**src/rtl/sdac_pkg.sv**
```systemverilog
// Shared types for the serial DAC receiver.
// Assumes single system clock domain after synchronization.
package sdac_pkg;

    // Raw serial pins bundled for synchronization
    typedef struct packed {
        logic sclk;
        logic cs_n;
        logic ld_n;
        logic din;
    } sdac_pins_t;

    localparam int PIN_W = $bits(sdac_pins_t);

    // Reset image of the synchronizer: select idle high, strobe low, clock low.
    // Choosing ld_n low means a released strobe only produces a harmless rise.
    localparam sdac_pins_t PIN_RST = '{sclk: 1'b0, cs_n: 1'b1, ld_n: 1'b0, din: 1'b0};

    // Events derived from the synchronized pins
    typedef struct packed {
        logic sclk_rise;
        logic cs_rise;
        logic ld_fall;
        logic cs_high;
        logic ld_low;
        logic din;
    } sdac_evt_t;

endpackage

```
**src/rtl/sdac_sync.sv**
```systemverilog
// Multi-stage synchronizer for a bundle of asynchronous pins.
// Assumes inputs change far slower than clk; all bits share one chain
// so their relative order is kept.
module sdac_sync #(
    parameter int WIDTH  = 4,
    parameter int STAGES = 2,
    parameter logic [WIDTH-1:0] RST_VAL = '0
) (
    input  logic             clk,
    input  logic             rst_n,
    input  logic [WIDTH-1:0] d,
    output logic [WIDTH-1:0] q
);

    logic [WIDTH-1:0] stage_q [STAGES];

    generate
        for (genvar s = 0; s < STAGES; s++) begin : g_stage
            if (s == 0) begin : g_first
                // First stage captures the raw pins
                always_ff @(posedge clk) begin
                    if (!rst_n) stage_q[0] <= RST_VAL;
                    else        stage_q[0] <= d;
                end
            end else begin : g_next
                // Later stages settle metastability
                always_ff @(posedge clk) begin
                    if (!rst_n) stage_q[s] <= RST_VAL;
                    else        stage_q[s] <= stage_q[s-1];
                end
            end
        end
    endgenerate

    assign q = stage_q[STAGES-1];

endmodule

```
**src/rtl/sdac_edges.sv**
```systemverilog
// Turns synchronized pins into edge and level events.
// Assumes its input is already in the clk domain.
module sdac_edges
    import sdac_pkg::*;
(
    input  logic       clk,
    input  logic       rst_n,
    input  sdac_pins_t pins,
    output sdac_evt_t  evt
);

    sdac_pins_t prev_q;

    // Remember last synchronized pin values for edge detection
    always_ff @(posedge clk) begin
        if (!rst_n) prev_q <= PIN_RST;
        else        prev_q <= pins;
    end

    // Decode edges and levels
    always_comb begin
        evt.sclk_rise = pins.sclk & ~prev_q.sclk;
        evt.cs_rise   = pins.cs_n & ~prev_q.cs_n;
        evt.ld_fall   = ~pins.ld_n & prev_q.ld_n;
        evt.cs_high   = pins.cs_n;
        evt.ld_low    = ~pins.ld_n;
        evt.din       = pins.din;
    end

endmodule

```
**src/rtl/sdac_shifter.sv**
```systemverilog
// Input word register: shifts in one bit per serial clock rise inside a frame.
// Deliberately has no reset; its contents are undefined until filled.
module sdac_shifter #(
    parameter int WORD_W = 16
) (
    input  logic              clk,
    input  logic              shift_en,
    input  logic              din,
    output logic [WORD_W-1:0] word
);

    logic [WORD_W-1:0] word_q;

    // MSB-first shift; older bits move toward the top and fall off
    always_ff @(posedge clk) begin
        if (shift_en) word_q <= {word_q[WORD_W-2:0], din};
    end

    assign word = word_q;

endmodule

```
**src/rtl/sdac_loader.sv**
```systemverilog
// Code latch and update pulse. LOAD_STROBE_EN selects whether the
// active-low strobe gates frame-end loads and allows deferred loads.
// Assumes frame-end and strobe edges never coincide with a shift.
module sdac_loader
    import sdac_pkg::*;
#(
    parameter int WORD_W        = 16,
    parameter bit LOAD_STROBE_EN = 1'b1
) (
    input  logic              clk,
    input  logic              rst_n,
    input  sdac_evt_t         evt,
    input  logic [WORD_W-1:0] word,
    output logic [WORD_W-1:0] code,
    output logic              upd
);

    logic              load;
    logic [WORD_W-1:0] code_q;
    logic              upd_q;

    generate
        if (LOAD_STROBE_EN) begin : g_strobe
            // Frame end loads only with strobe low; strobe fall loads outside a frame
            assign load = (evt.cs_rise & evt.ld_low) | (evt.ld_fall & evt.cs_high);
        end else begin : g_direct
            // Strobe ignored: every frame end loads
            logic unused_ld;
            assign unused_ld = evt.ld_fall ^ evt.ld_low;
            assign load = evt.cs_rise;
        end
    endgenerate

    // Latch update with one-cycle pulse
    always_ff @(posedge clk) begin
        if (!rst_n) begin
            code_q <= '0;
            upd_q  <= 1'b0;
        end else begin
            upd_q <= load;
            if (load) code_q <= word;
        end
    end

    assign code = code_q;
    assign upd  = upd_q;

endmodule

```
**src/rtl/sdac_frontend.sv**
```systemverilog
// Top of the serial DAC receiver: synchronizes pins, detects edges,
// shifts frames into the word register and loads the code latch.
// Assumes sclk, cs_n, ld_n and din each hold for several clk cycles.
module sdac_frontend
    import sdac_pkg::*;
#(
    parameter int WORD_W         = 16,
    parameter int SYNC_STAGES    = 2,
    parameter bit LOAD_STROBE_EN = 1'b1
) (
    input  logic              clk,
    input  logic              rst_n,
    input  logic              sclk,
    input  logic              cs_n,
    input  logic              din,
    input  logic              ld_n,
    input  logic              bip_mode,
    output logic [WORD_W-1:0] dac_code,
    output logic [WORD_W-1:0] signed_code,
    output logic              upd_pulse
);

    localparam int MSB = WORD_W - 1;

    sdac_pins_t        raw_pins;
    sdac_pins_t        sync_pins;
    sdac_evt_t         evt;
    logic              cs_s;
    logic              shift_en;
    logic [WORD_W-1:0] shift_q;

    // Bundle raw pins
    always_comb begin
        raw_pins.sclk = sclk;
        raw_pins.cs_n = cs_n;
        raw_pins.ld_n = ld_n;
        raw_pins.din  = din;
    end

    sdac_sync #(
        .WIDTH  (PIN_W),
        .STAGES (SYNC_STAGES),
        .RST_VAL(PIN_RST)
    ) u_sync (
        .clk  (clk),
        .rst_n(rst_n),
        .d    (raw_pins),
        .q    (sync_pins)
    );

    sdac_edges u_edges (
        .clk  (clk),
        .rst_n(rst_n),
        .pins (sync_pins),
        .evt  (evt)
    );

    assign cs_s     = evt.cs_high;
    assign shift_en = evt.sclk_rise & ~evt.cs_high;

    sdac_shifter #(
        .WORD_W(WORD_W)
    ) u_shift (
        .clk     (clk),
        .shift_en(shift_en),
        .din     (evt.din),
        .word    (shift_q)
    );

    sdac_loader #(
        .WORD_W        (WORD_W),
        .LOAD_STROBE_EN(LOAD_STROBE_EN)
    ) u_load (
        .clk  (clk),
        .rst_n(rst_n),
        .evt  (evt),
        .word (shift_q),
        .code (dac_code),
        .upd  (upd_pulse)
    );

    // Offset binary to two's complement in bipolar mode
    always_comb begin
        signed_code = dac_code;
        if (bip_mode) signed_code[MSB] = ~dac_code[MSB];
    end

endmodule

```
**config.mk**
```make
export PLATFORM = sky130hd
export DESIGN_NAME = sdac_frontend
export DESIGN_NICKNAME = d
export VERILOG_FILES = /design/src/rtl/sdac_pkg.sv /design/src/rtl/sdac_sync.sv /design/src/rtl/sdac_edges.sv /design/src/rtl/sdac_shifter.sv /design/src/rtl/sdac_loader.sv /design/src/rtl/sdac_frontend.sv
export SDC_FILE = /design/constraint.sdc
export NUM_CORES = 1
export LEC_CHECK = 0
export ABC_AREA = 1
export BUFFER_PORTS_ARGS = -buffer_cell sky130_fd_sc_hd__buf_2
export CAP_MARGIN = 20
export CORE_ASPECT_RATIO = 0.6
export CORE_MARGIN = 4
export CORE_UTILIZATION = 56
export CTS_CLUSTER_DIAMETER = 30
export DETAILED_ROUTE_END_ITERATION = 7
export PLACE_DENSITY = 0.83
export SLEW_MARGIN = 10
export SYNTH_ARGS = -nofsm -noshare
export SYNTH_HDL_FRONTEND = slang
export SYNTH_SLANG_ARGS = --single-unit
```
**constraint.sdc**
```tcl
create_clock -name clk -period 2.9 [get_ports clk]
set_clock_uncertainty 0.1 [all_clocks]
set_input_delay 0 -clock clk [delete_from_list [all_inputs] [get_ports clk]]
set_output_delay 0 -clock clk [all_outputs]
set_load 0.02 [all_outputs]
```
=== After elaboration in Yosys (flattened, before gate mapping) ===
Memory sizes are Yosys's and may differ from the RTL's.
Cells that the tools add are included.

* Register bits after elaboration: 36
* RAM bits: 8
* Bits of input ports: 7
* Output and inout bits: 33
* Word-level logic and storage cells: 26
* Memories: 1

{| class="wikitable"
|+ Memory list
! memory !! depth !! width !! read ports !! clocked after memory_dff !! write ports !! RTL line !! text
|-
| u_sync.stage_q || 2 || 4 || 2 || 0 || 2 || sdac_sync.sv:15 || <nowiki>logic [WIDTH-1:0] stage_q [STAGES];</nowiki>
|}

* Mux-type cells: 5
* Bitwise logic cells: 14

{| class="wikitable"
|+ Operator list
! cell !! count
|-
| $mux 4 || 2
|-
| $and 1x1->1 || 6
|-
| $not 1->1 || 5
|-
| $mux 1 || 3
|-
| $or 1x1->1 || 3
|}

=== Longest topological paths before layout ===
* Depth after elaboration: 4
* Mapped depth: 6
* Gate-level depth less buffers: 5

=== Cells and area by module ===
Synthesis repeated with hierarchy kept, for this count alone.

* Cell total of the unflattened synthesis: 188
* Area, all modules: 1754.2 µm²

{| class="wikitable"
|+ By module, submodules not included
! module !! instances !! cells each !! area each (µm²) !! seq. area each (µm²)
|-
| sdac_loader || 1 || 108 || 787.0 || 340.3
|-
| sdac_shifter || 1 || 16 || 480.5 || 480.5
|-
| sdac_sync || 1 || 25 || 225.2 || 160.2
|-
| sdac_frontend || 1 || 22 || 138.9 || 0.0
|-
| sdac_edges || 1 || 17 || 122.6 || 60.1
|}

=== Worst setup path after synthesis ===
Ideal clock, no wire load.

* Path kind: register to register
* Start: memory u_sync.stage_q[1][2]
* End: register u_shift.word_q[0], in the netlist u_shift.word[0], enable pin
* Setup time: 0.389 ns
* Data arrival time: 1.110 ns
* Data required time: 2.411 ns
* Setup slack: 1.301 ns
* Cell stages (with the launch flop): 4
* Buffers on the path: 0
* Clock period less this slack: 1.599 ns
* Path through: dfxtp_1 > inv_2 > nand2_1 > nor2_1

{| class="wikitable"
|+ RTL lines
! what !! RTL line !! text
|-
| from (decl) || sdac_sync.sv:15 ||
|-
| to (signal assigned) || sdac_shifter.sv:16 || <nowiki>if (shift_en) word_q <= {word_q[WORD_W-2:0], din};</nowiki>
|-
| to (decl) || sdac_shifter.sv:12 || <nowiki>logic [WORD_W-1:0] word_q;</nowiki>
|}

==> reports/metrics.yaml <==
status: "complete, no violations"
power_leakage_nw: 0.955
max_freq_mhz: 701
grt_max_degree: 34
drive_gt1_frac: 0.249
synth_area_um2: 1700
drt-pass1-iter-count: 4
reg2reg_depth: 5
num_rows: 15
maxCapViolCount: 0
min_path_type: "input port to flip-flop"
globalplace.congestion: 0.707
synth-seq-area-share: 0.611
grt_overflow_total: 0
crit_fanout: 33
drv_slew: 0
grt_pass1_wl_um: 4800
cp_num_buf_inv: 1
path_depth: 5
path_class: "flip-flop to flip-flop"
die_h_um: 50.7
cts_resized: 0
ys_types: 16
die_w_um: 79.2
cts_max_level: 2
routedWlPerCell_um: 11.8
layout_min_cycle_time_ps: 1430
clk_latency_ps: 290
layout_common_cells: "buf_2 (39), dfxtp_1 (28), nand2_1 (27)"
antenna-diode-count: 0
drc: 0
cp-end-kind: "flip-flop"
port_buffers: 39
antenna_found_initial: 0
cp_cell_sequence: "inv_2 -> nor2_4 -> nand3_1 -> nand2_1 -> nor2_1"
min_path_cells: 2
cp.required_ps: 2990
ir_worst_vdd_uv: 385
syn_inst: 177
syn_nets: 184
synth-seq-cells: 44
whs_ps: 18.5
hold_buffers: 4
route.vias.total: 1135
grt_util_all_layers: 0.164
cpPeakStageDelay_ps: 550
cp.arrival_ps: 1520
yosysWarningCount: 0
finalHoldViolCount: 0
clock-sinks: 44
start_util: 0.590
final-setup-viol-count: 0
start_kind: "flip-flop"
syn2layout_area_growth_pct: 11.3
grt_pass1_vias: 982
period_share: 0.492
fin_util: 0.656
worst_pin_slew_ps: 712
finalSetupTns_ps: 0
drt-total-wl_um: 2910
total_power_w: 0.00115
clk_path_buf_depth: 2
fin_nets: 211
mostFrequentLayoutCell: "buf_2"
drtIter0Drc: 112
slew_headroom: 0.524
dpl.hpwl_um: 1850
cts_root_buf: "clkbuf_8"
viasPerCell: 4.60
core_um2: 2890
power.density_nw_per_um2: 608
cts_tree: "built"
fillerInstances: 251
grt_setup_unrepaired: "no"
dieArea_um2: 4020
critPathTopFamily: "simple AND/OR/NAND/NOR gates"
clk_pin_slew_worst_paths_ps: 80
slowest_stage: "nor2_4"
io_pins: 40
ant_nets: 0
cts_buffers: 5
post-cts-setup-buffer-count: 0
synth_area_per_cell_um2: 9.63
-- final cells by class --
type	count	area, um2	area share
Sequential cell	44	1040	0.549
Multi-Input combinational cell	82	379	0.200
Timing Repair Buffer	44	243	0.128
Inverter	27	101	0.0534
Clock buffer	7	76.3	0.0402
Tap cell	42	52.6	0.0277
Clock inverter	1	3.75	0.00198
-- per-layer routing --
metal  vias up  global-route usage  wire [um]
met3         6              0.0789        235
met5         -                   0          0
met2        36               0.229       1220
li1        584                   -          -
met4         0              0.0686         51
met1       509               0.216       1400
-- synthesized netlist by cell type --
cell	instances	area share
xor2_1	1	0.0051
nand2_2	1	0.0037
or2_1	2	0.0073
buf_2	5	0.015
edfxtp_1	16	0.28
nand2_1	27	0.059
buf_4	15	0.066
nor2_1	18	0.040
inv_2	1	0.0022
a21oi_1	13	0.038
nor2_4	1	0.0066
buf_6	4	0.026
dfxtp_1	28	0.33
nand3_1	16	0.047
inv_1	26	0.057
a21oi_2	3	0.015
-- report_power, final --
group	total [W]	leakage (nW)	switching [W]	internal, W
logic	0.000121	0.542	0.0000798	0.0000417
registers	0.000669	0.373	0.0000119	0.000657
clock network	0.000363	0.0399	0.000196	0.000168
total	0.00115	0.955	0.000287	0.000866
-- cells by family (layout without fill, tap and decap cells) --
| group | after synthesis | in the layout | share of synthesized area |
|---|---|---|---|
| and+or+nand+nor | 65 | 65 | 0.164 |
| buffers and inverters | 51 | 79 | 0.167 |
| DFF | 44 | 44 | 0.611 |
| AOI/OAI and AO/OA | 16 | 16 | 0.0536 |
| xor gates and xnor gates | 1 | 1 | 0.00514 |
-- flip-flops by register name (all words and copies together), names as in the netlist --
| register | flops |
|---|---|
| u_sync.stage_q | 8 |
| u_edges.prev_q | 3 |
| u_load.code | 16 |
| u_load.upd | 1 |
| u_shift.word | 16 |
-- per-stage QoR --
stage	std cells	setup slack [ps]	instance area, um2
after floorplan	177	1300	1700
after global placement	235	1520	1780
after detailed placement	235	1490	1780
after CTS	247	1460	1900
after global routing	247	1320	1900
final	247	1470	1900
-- path summary, 6_finish.rpt --
kind | startpoint | to | slack [ps]
hold / removal | rst_n | u_edges.prev_q[2] | 20
setup / recovery | u_sync.stage_q[1][2] | u_load.code[6] | 1470
hold reg to reg | u_sync.stage_q[1][0] | u_shift.word[0] | 310
setup reg to reg | u_sync.stage_q[1][2] | u_load.code[6] | 1470
-- worst reg2reg max path: cells and delay by family (launching register included) --
kind,cells,cell delay [ps]
and+or+nand+nor,4,860
DFF,1,320
buffers and inverters,1,50
No activity file was read; power rests on OpenSTA's default activity.
